<file path="src/rtl/gpr_pkg.sv">
package gpr_pkg;
    localparam int XLEN        = 64;
    localparam int NREG        = 16;
    localparam int NUMW        = 3;
    localparam int ENTW        = $clog2(NREG);
    localparam int HIBYTE_REGS = 4;
    localparam int NPORT       = 3;

    typedef enum logic [1:0] {
        SZ_B = 2'd0,
        SZ_W = 2'd1,
        SZ_D = 2'd2,
        SZ_Q = 2'd3
    } opsize_e;

    typedef struct packed {
        logic [NUMW-1:0] num;
        logic            ext;
        opsize_e         size;
        logic            hi;
    } gpr_req_t;

    typedef struct packed {
        logic [NREG-1:0][XLEN-1:0] regs;
    } gpr_state_t;
endpackage

</file>
<file path="src/rtl/gpr_decode.sv">
module gpr_decode
    import gpr_pkg::*;
(
    input  logic            long_mode,
    input  gpr_req_t        req,
    output logic [ENTW-1:0] entry,
    output logic            bad
);
    always_comb begin
        entry = ENTW'({req.ext, req.num});
        bad   = 1'b0;
        if (req.hi && (req.size != SZ_B || req.ext || int'(req.num) >= HIBYTE_REGS)) begin
            bad = 1'b1;
        end
        if (!long_mode && (req.ext || req.size == SZ_Q)) begin
            bad = 1'b1;
        end
    end
endmodule

</file>
<file path="src/rtl/gpr_merge.sv">
module gpr_merge
    import gpr_pkg::*;
(
    input  logic [XLEN-1:0] old_val,
    input  logic [XLEN-1:0] wdata,
    input  opsize_e         size,
    input  logic            hi,
    input  logic            long_mode,
    output logic [XLEN-1:0] new_val
);
    always_comb begin
        unique case (size)
            SZ_B: begin
                if (hi) begin
                    new_val = {old_val[XLEN-1:16], wdata[7:0], old_val[7:0]};
                end else begin
                    new_val = {old_val[XLEN-1:8], wdata[7:0]};
                end
            end
            SZ_W: new_val = {old_val[XLEN-1:16], wdata[15:0]};
            SZ_D: begin
                if (long_mode) begin
                    new_val = {{(XLEN-32){1'b0}}, wdata[31:0]};
                end else begin
                    new_val = {old_val[XLEN-1:32], wdata[31:0]};
                end
            end
            default: new_val = wdata;
        endcase
    end
endmodule

</file>
<file path="src/rtl/gpr_extract.sv">
module gpr_extract
    import gpr_pkg::*;
(
    input  logic [XLEN-1:0] val,
    input  opsize_e         size,
    input  logic            hi,
    input  logic            bad,
    output logic [XLEN-1:0] data
);
    always_comb begin
        data = '0;
        if (!bad) begin
            unique case (size)
                SZ_B: data[7:0]  = hi ? val[15:8] : val[7:0];
                SZ_W: data[15:0] = val[15:0];
                SZ_D: data[31:0] = val[31:0];
                default: data = val;
            endcase
        end
    end
endmodule

</file>
<file path="src/rtl/gpr_alias_file.sv">
module gpr_alias_file
    import gpr_pkg::*;
(
    input  logic            clk,
    input  logic            rst_n,
    input  logic            long_mode,
    input  logic            wr_en,
    input  logic [2:0]      wr_idx,
    input  logic            wr_ext,
    input  logic [1:0]      wr_size,
    input  logic            wr_hi,
    input  logic [63:0]     wr_data,
    output logic            wr_err,
    input  logic [2:0]      ra_idx,
    input  logic            ra_ext,
    input  logic [1:0]      ra_size,
    input  logic            ra_hi,
    output logic [63:0]     ra_data,
    output logic            ra_err,
    input  logic [2:0]      rb_idx,
    input  logic            rb_ext,
    input  logic [1:0]      rb_size,
    input  logic            rb_hi,
    output logic [63:0]     rb_data,
    output logic            rb_err
);
    gpr_state_t      st_d, st_q;
    gpr_req_t        req   [NPORT];
    logic [ENTW-1:0] entry [NPORT];
    logic            bad   [NPORT];
    logic [XLEN-1:0] rdata [NPORT];
    logic [XLEN-1:0] merged;
    logic [ENTW-1:0] wr_entry;
    logic            wr_ok;

    assign req[0] = {wr_idx, wr_ext, wr_size, wr_hi};
    assign req[1] = {ra_idx, ra_ext, ra_size, ra_hi};
    assign req[2] = {rb_idx, rb_ext, rb_size, rb_hi};

    for (genvar p = 0; p < NPORT; p++) begin : g_dec
        gpr_decode u_dec (
            .long_mode (long_mode),
            .req       (req[p]),
            .entry     (entry[p]),
            .bad       (bad[p])
        );
    end

    for (genvar p = 1; p < NPORT; p++) begin : g_rd
        gpr_extract u_ext (
            .val  (st_q.regs[entry[p]]),
            .size (req[p].size),
            .hi   (req[p].hi),
            .bad  (bad[p]),
            .data (rdata[p])
        );
    end

    assign wr_entry = entry[0];
    assign wr_ok    = wr_en && !bad[0];
    assign rdata[0] = '0;

    gpr_merge u_merge (
        .old_val   (st_q.regs[wr_entry]),
        .wdata     (wr_data),
        .size      (req[0].size),
        .hi        (req[0].hi),
        .long_mode (long_mode),
        .new_val   (merged)
    );

    always_comb begin
        st_d = st_q;
        if (wr_ok) begin
            st_d.regs[wr_entry] = merged;
        end
    end

    always_ff @(posedge clk) begin
        if (!rst_n) begin
            st_q <= '0;
        end else begin
            st_q <= st_d;
        end
    end

    assign wr_err  = wr_en && bad[0];
    assign ra_data = rdata[1];
    assign rb_data = rdata[2];
    assign ra_err  = bad[1];
    assign rb_err  = bad[2];


    rejected_write_frozen_chk: assert property (@(posedge clk) disable iff (!rst_n)
        wr_err |=> st_q == $past(st_q));


    byte_merge_keeps_chk: assert property (@(posedge clk) disable iff (!rst_n)
        (wr_en && !wr_err && wr_size == SZ_B && !wr_hi)
        |=> st_q.regs[$past(wr_entry)][XLEN-1:8] == $past(st_q.regs[wr_entry][XLEN-1:8]));


    dword_zero_fill_chk: assert property (@(posedge clk) disable iff (!rst_n)
        (wr_en && !wr_err && long_mode && wr_size == SZ_D)
        |=> st_q.regs[$past(wr_entry)][XLEN-1:32] == '0);


    ext_hi_reject_chk: assert property (@(posedge clk) disable iff (!rst_n)
        (wr_en && wr_ext && wr_hi) |-> wr_err);


    legacy_qword_reject_chk: assert property (@(posedge clk) disable iff (!rst_n)
        (wr_en && !long_mode && wr_size == SZ_Q) |-> wr_err);


    byte_read_justified_chk: assert property (@(posedge clk) disable iff (!rst_n)
        (ra_size == SZ_B) |-> ra_data[XLEN-1:8] == '0);


    err_read_zero_chk: assert property (@(posedge clk) disable iff (!rst_n)
        rb_err |-> rb_data == '0);
endmodule

</file>
<file path="config.mk">
export PLATFORM = sky130hd
export DESIGN_NAME = gpr_alias_file
export DESIGN_NICKNAME = d
export VERILOG_FILES = /design/src/rtl/gpr_pkg.sv /design/src/rtl/gpr_decode.sv /design/src/rtl/gpr_merge.sv /design/src/rtl/gpr_extract.sv /design/src/rtl/gpr_alias_file.sv
export SDC_FILE = /design/constraint.sdc
export NUM_CORES = 2
export LEC_CHECK = 0
export ABC_CLOCK_PERIOD_IN_PS = 6700
export BUFFER_PORTS_ARGS = -buffer_cell sky130_fd_sc_hd__buf_2
export CELL_PAD_IN_SITES_DETAIL_PLACEMENT = 1
export CELL_PAD_IN_SITES_GLOBAL_PLACEMENT = 1
export CORE_MARGIN = 4
export CORE_UTILIZATION = 40
export DETAILED_ROUTE_END_ITERATION = 8
export GPL_TIMING_DRIVEN = 0
export PLACE_DENSITY = 0.66
export SLEW_MARGIN = 0
export SYNTH_ARGS = -nofsm -noshare
export SYNTH_HDL_FRONTEND = slang
export SYNTH_SLANG_ARGS = --single-unit
</file>
<file path="constraint.sdc">
create_clock -name clk -period 6.7 [get_ports clk]
set_input_delay 1.005 -clock clk [delete_from_list [all_inputs] [get_ports clk]]
set_output_delay 1.005 -clock clk [all_outputs]
set_load 0.005 [all_outputs]
</file>
==> impl_metrics.tcl <==
set metrics [dict create \
    status "finished, violations left" \
    violations "max-capacitance violations, max-slew violations" \
    yosysUniqueCellTypes 62 \
    yosysSeqAreaShare_pct 34.70 \
    regArea_um2 20500 \
    io_pins 220 \
    critPathCaptureType "output port" \
    setup_slack_ps 298.8 \
    crit_fanout 10 \
    fill_cells 16140 \
    drt_iter0_markers 8264 \
    core_area_um2 146300 \
    ir_worst_vdd_uv 193.0 \
    grt_start_max_net_pins 17 \
    clockRootBuffer "clkbuf_16" \
    yosysWarnings 0 \
    max_clock_freq_mhz 156.2 \
    synth_cells 5553 \
    dp_hpwl_mm 231.5 \
    dieArea_um2 153900 \
    grtUsageTotal_pct 38.84 \
    dr.pass1.iters 9 \
    hold_class "flop to flop" \
    gp_congestion 0.9806 \
    hold_start "st_q[473]$_SDFFE_PN0P_" \
    clock_path_buffers 3 \
    post-route-period-util_pct 95.54 \
    cts-resized-gates 0 \
    synth-main-ff-cell "dfxtp_1" \
    switching_share_pct 28.76 \
    pwr-share-seq_pct 41.6 \
    port_buffers 208 \
    ys_seq_elements 1024 \
    worst_pin_slew_ps 1518 \
    clock_latency_ps 790 \
    power_frac_comb_pct 11.4 \
    finalHoldViolations 0 \
    largest_reg_flops 1024 \
    p_total_w 0.01488 \
    initial_core_util_pct 40.39 \
    yosys.area.top_type_share_pct 34.70 \
    setup_viol 0 \
    synth-async-reset-ratio_pct 0 \
    postSynthAreaPerCell_um2 10.64 \
    grt_pass1_wl_mm 424.3 \
    final_max_slew_viol_count 12 \
    rows 140 \
    yosysTopAreaCell "dfxtp_1" \
    die_width_um 392.3 \
    cts_tree "built" \
    top_regs "st_q x1024" \
    p_int_w 0.01060 \
    total_leakage_power_nw 23.81 \
    startpoint "ra_idx[1]" \
    antenna_left 0 \
    syn_area_um2 59070 \
    ys_top_cells_by_area "dfxtp_1, mux4_2, o21ai_0" \
    cts_setup_buffers 0 \
    first_global_vias 56120 \
    htreeDepth 3 \
    stdcell_area_um2 66740 \
    maxSlewHeadroom_pct -1.175 \
    critPathKind "primary input to output port" \
    rr_startpoint "st_q[140]$_SDFFE_PN0P_" \
    drive_gt1_share_pct 26.85 \
    grt_overflow_total 0 \
    placed_cell_area_um2 62560 \
    post-route-min-period_ps 6401 \
    postCtsHoldBufs 0 \
    top_register "st_q" \
    p_switching_w 0.004279 \
    syn_nets 5642 \
    cap_viol_max_count 1 \
    grt_antenna_before_repair 17 \
    cp.required_ps 5690 \
    power_density_nw_per_um2 223.0 \
    routed_via_density 7.138 \
    multiInputGateArea_um2 35420 \
    worstPathArrival_ps 5400 \
    critPathLaunchType "primary input" \
    rrSetupSlack_ps 4270 \
    fin_skew_ps 41.17 \
    dp_worst_setup_slack_ps 746.1 \
    fin_cells 7919 \
    clkTransAtPathRegs_ps 70 \
    die_h_um 392.3 \
    rsz0062_at_grt "no" \
    dr_total_vias 56520 \
    cts_buffers 116 \
    fin_nets 5972 \
    synth-edff-count 0 \
    finalSetupTns_ps 0 \
    wl_per_cell_um 38.68 \
    cts_sinks 1024 \
    place_inst 7680 \
    pwr-share-clk_pct 47.0 \
    area_growth_pct 12.97 \
    wl_mm 306.3 \
    drc_errors 0 \
]
[placed cells by master, fill, tap and decap left out, drive strengths merged, types with 2 or more instances in the layout]
| cell type | count |
|---|---|
| nor3b | 3 |
| nand2b | 4 |
| a211oi | 140 |
| o21ai | 960 |
| nor2b | 79 |
| o211ai | 20 |
| o21a | 3 |
| nand3 | 318 |
| and3b | 2 |
| a21oi | 706 |
| nand4 | 6 |
| bufinv | 13 |
| diode | 16 |
| a41o | 8 |
| clkinvlp | 11 |
| and2 | 11 |
| a22oi | 14 |
| dfxtp | 1024 |
| buf | 504 |
| or2 | 6 |
| or3 | 4 |
| o22a | 2 |
| clkinv | 37 |
| mux4 | 770 |
| nand2 | 287 |
| a221oi | 18 |
| o22ai | 24 |
| nor3 | 7 |
| nor2 | 70 |
| a31oi | 6 |
| o221ai | 11 |
| clkbuf | 541 |
| inv | 17 |
| a22o | 32 |
| mux2i | 176 |
| and3 | 35 |
| mux2 | 107 |
| a2111oi | 6 |
[per-stage QoR]
step                      util (%)  hold WS (ps)
after floorplan                  -         454.9
after global placement       42.74         464.4
after detailed placement     42.77         480.3
after CTS                    45.56         489.2
after global routing         45.61         502.3
final                        45.63         493.2
[routing by layer]
layer | part of all wire (%) | track usage (%) | wire [um]
met5 | 0.021 | 0 | 65
met2 | 44 | 59.59 | 136300
met4 | 7.6 | 25.01 | 23170
met1 | 36 | 47.43 | 110300
met3 | 12 | 11.98 | 36530
[critical path, cell delays in order]
cell and delay (ps):
buf_2 390, buf_2 700, buf_1 1020, buf_2 650, mux2i_1 160, a211oi_1 1170, buf_2 280
[Yosys cell counts (all sizes together) (14+ instances only)]
library cell and n:
o211ai 20, inv 14, mux4 770, a211oi 140, nor2 70, nand3 318, o22ai 24, and3 35
mux2 107, buf 293, dfxtp 1024, a21oi 706, o21ai 960, a221oi 18, clkbuf 382, nor2b 79
a22o 32, mux2i 176, a22oi 14, nand2 287
[power by group through the flow]
stage               Combinational, W  Clock, W  Sequential, W
floorplan                   0.000906         0        0.00630
global placement             0.00161         0        0.00632
detailed placement           0.00162         0        0.00632
CTS                          0.00163   0.00697        0.00619
global route                 0.00171   0.00721        0.00619
finish                       0.00170   0.00699        0.00619
[cell families after synthesis]
logic type / share of synthesized area, %
AOI/OAI and AO/OA: 18.82
muxes: 34.39
DFF: 34.70
and+or+nand+nor: 6.727
buffers and inverters: 5.361
[worst paths after layout]
| path | to | depth (start not counted) |
|---|---|---|
| max reg2reg | st_q[780]$_SDFFE_PN0P_ | 6 |
| min reg2reg | st_q[473]$_SDFFE_PN0P_ | 2 |
| max | ra_data[34] | 7 |
| min | st_q[473]$_SDFFE_PN0P_ | 2 |
[layout make-up]
| cell class | count | share of cell area (%) |
|---|---|---|
| well taps | 1917 | 3.594 |
| diodes | 16 | 0.06000 |
| plain buffers | 675 | 4.674 |
| flip-flops and latches | 1024 | 30.72 |
| clock buffers | 158 | 4.965 |
| multi-input cells | 3839 | 53.07 |
| repair buffers | 212 | 1.684 |
| inverters | 15 | 0.08437 |
| clock inverters | 63 | 1.151 |
No activity file was read; power rests on OpenSTA's default activity.
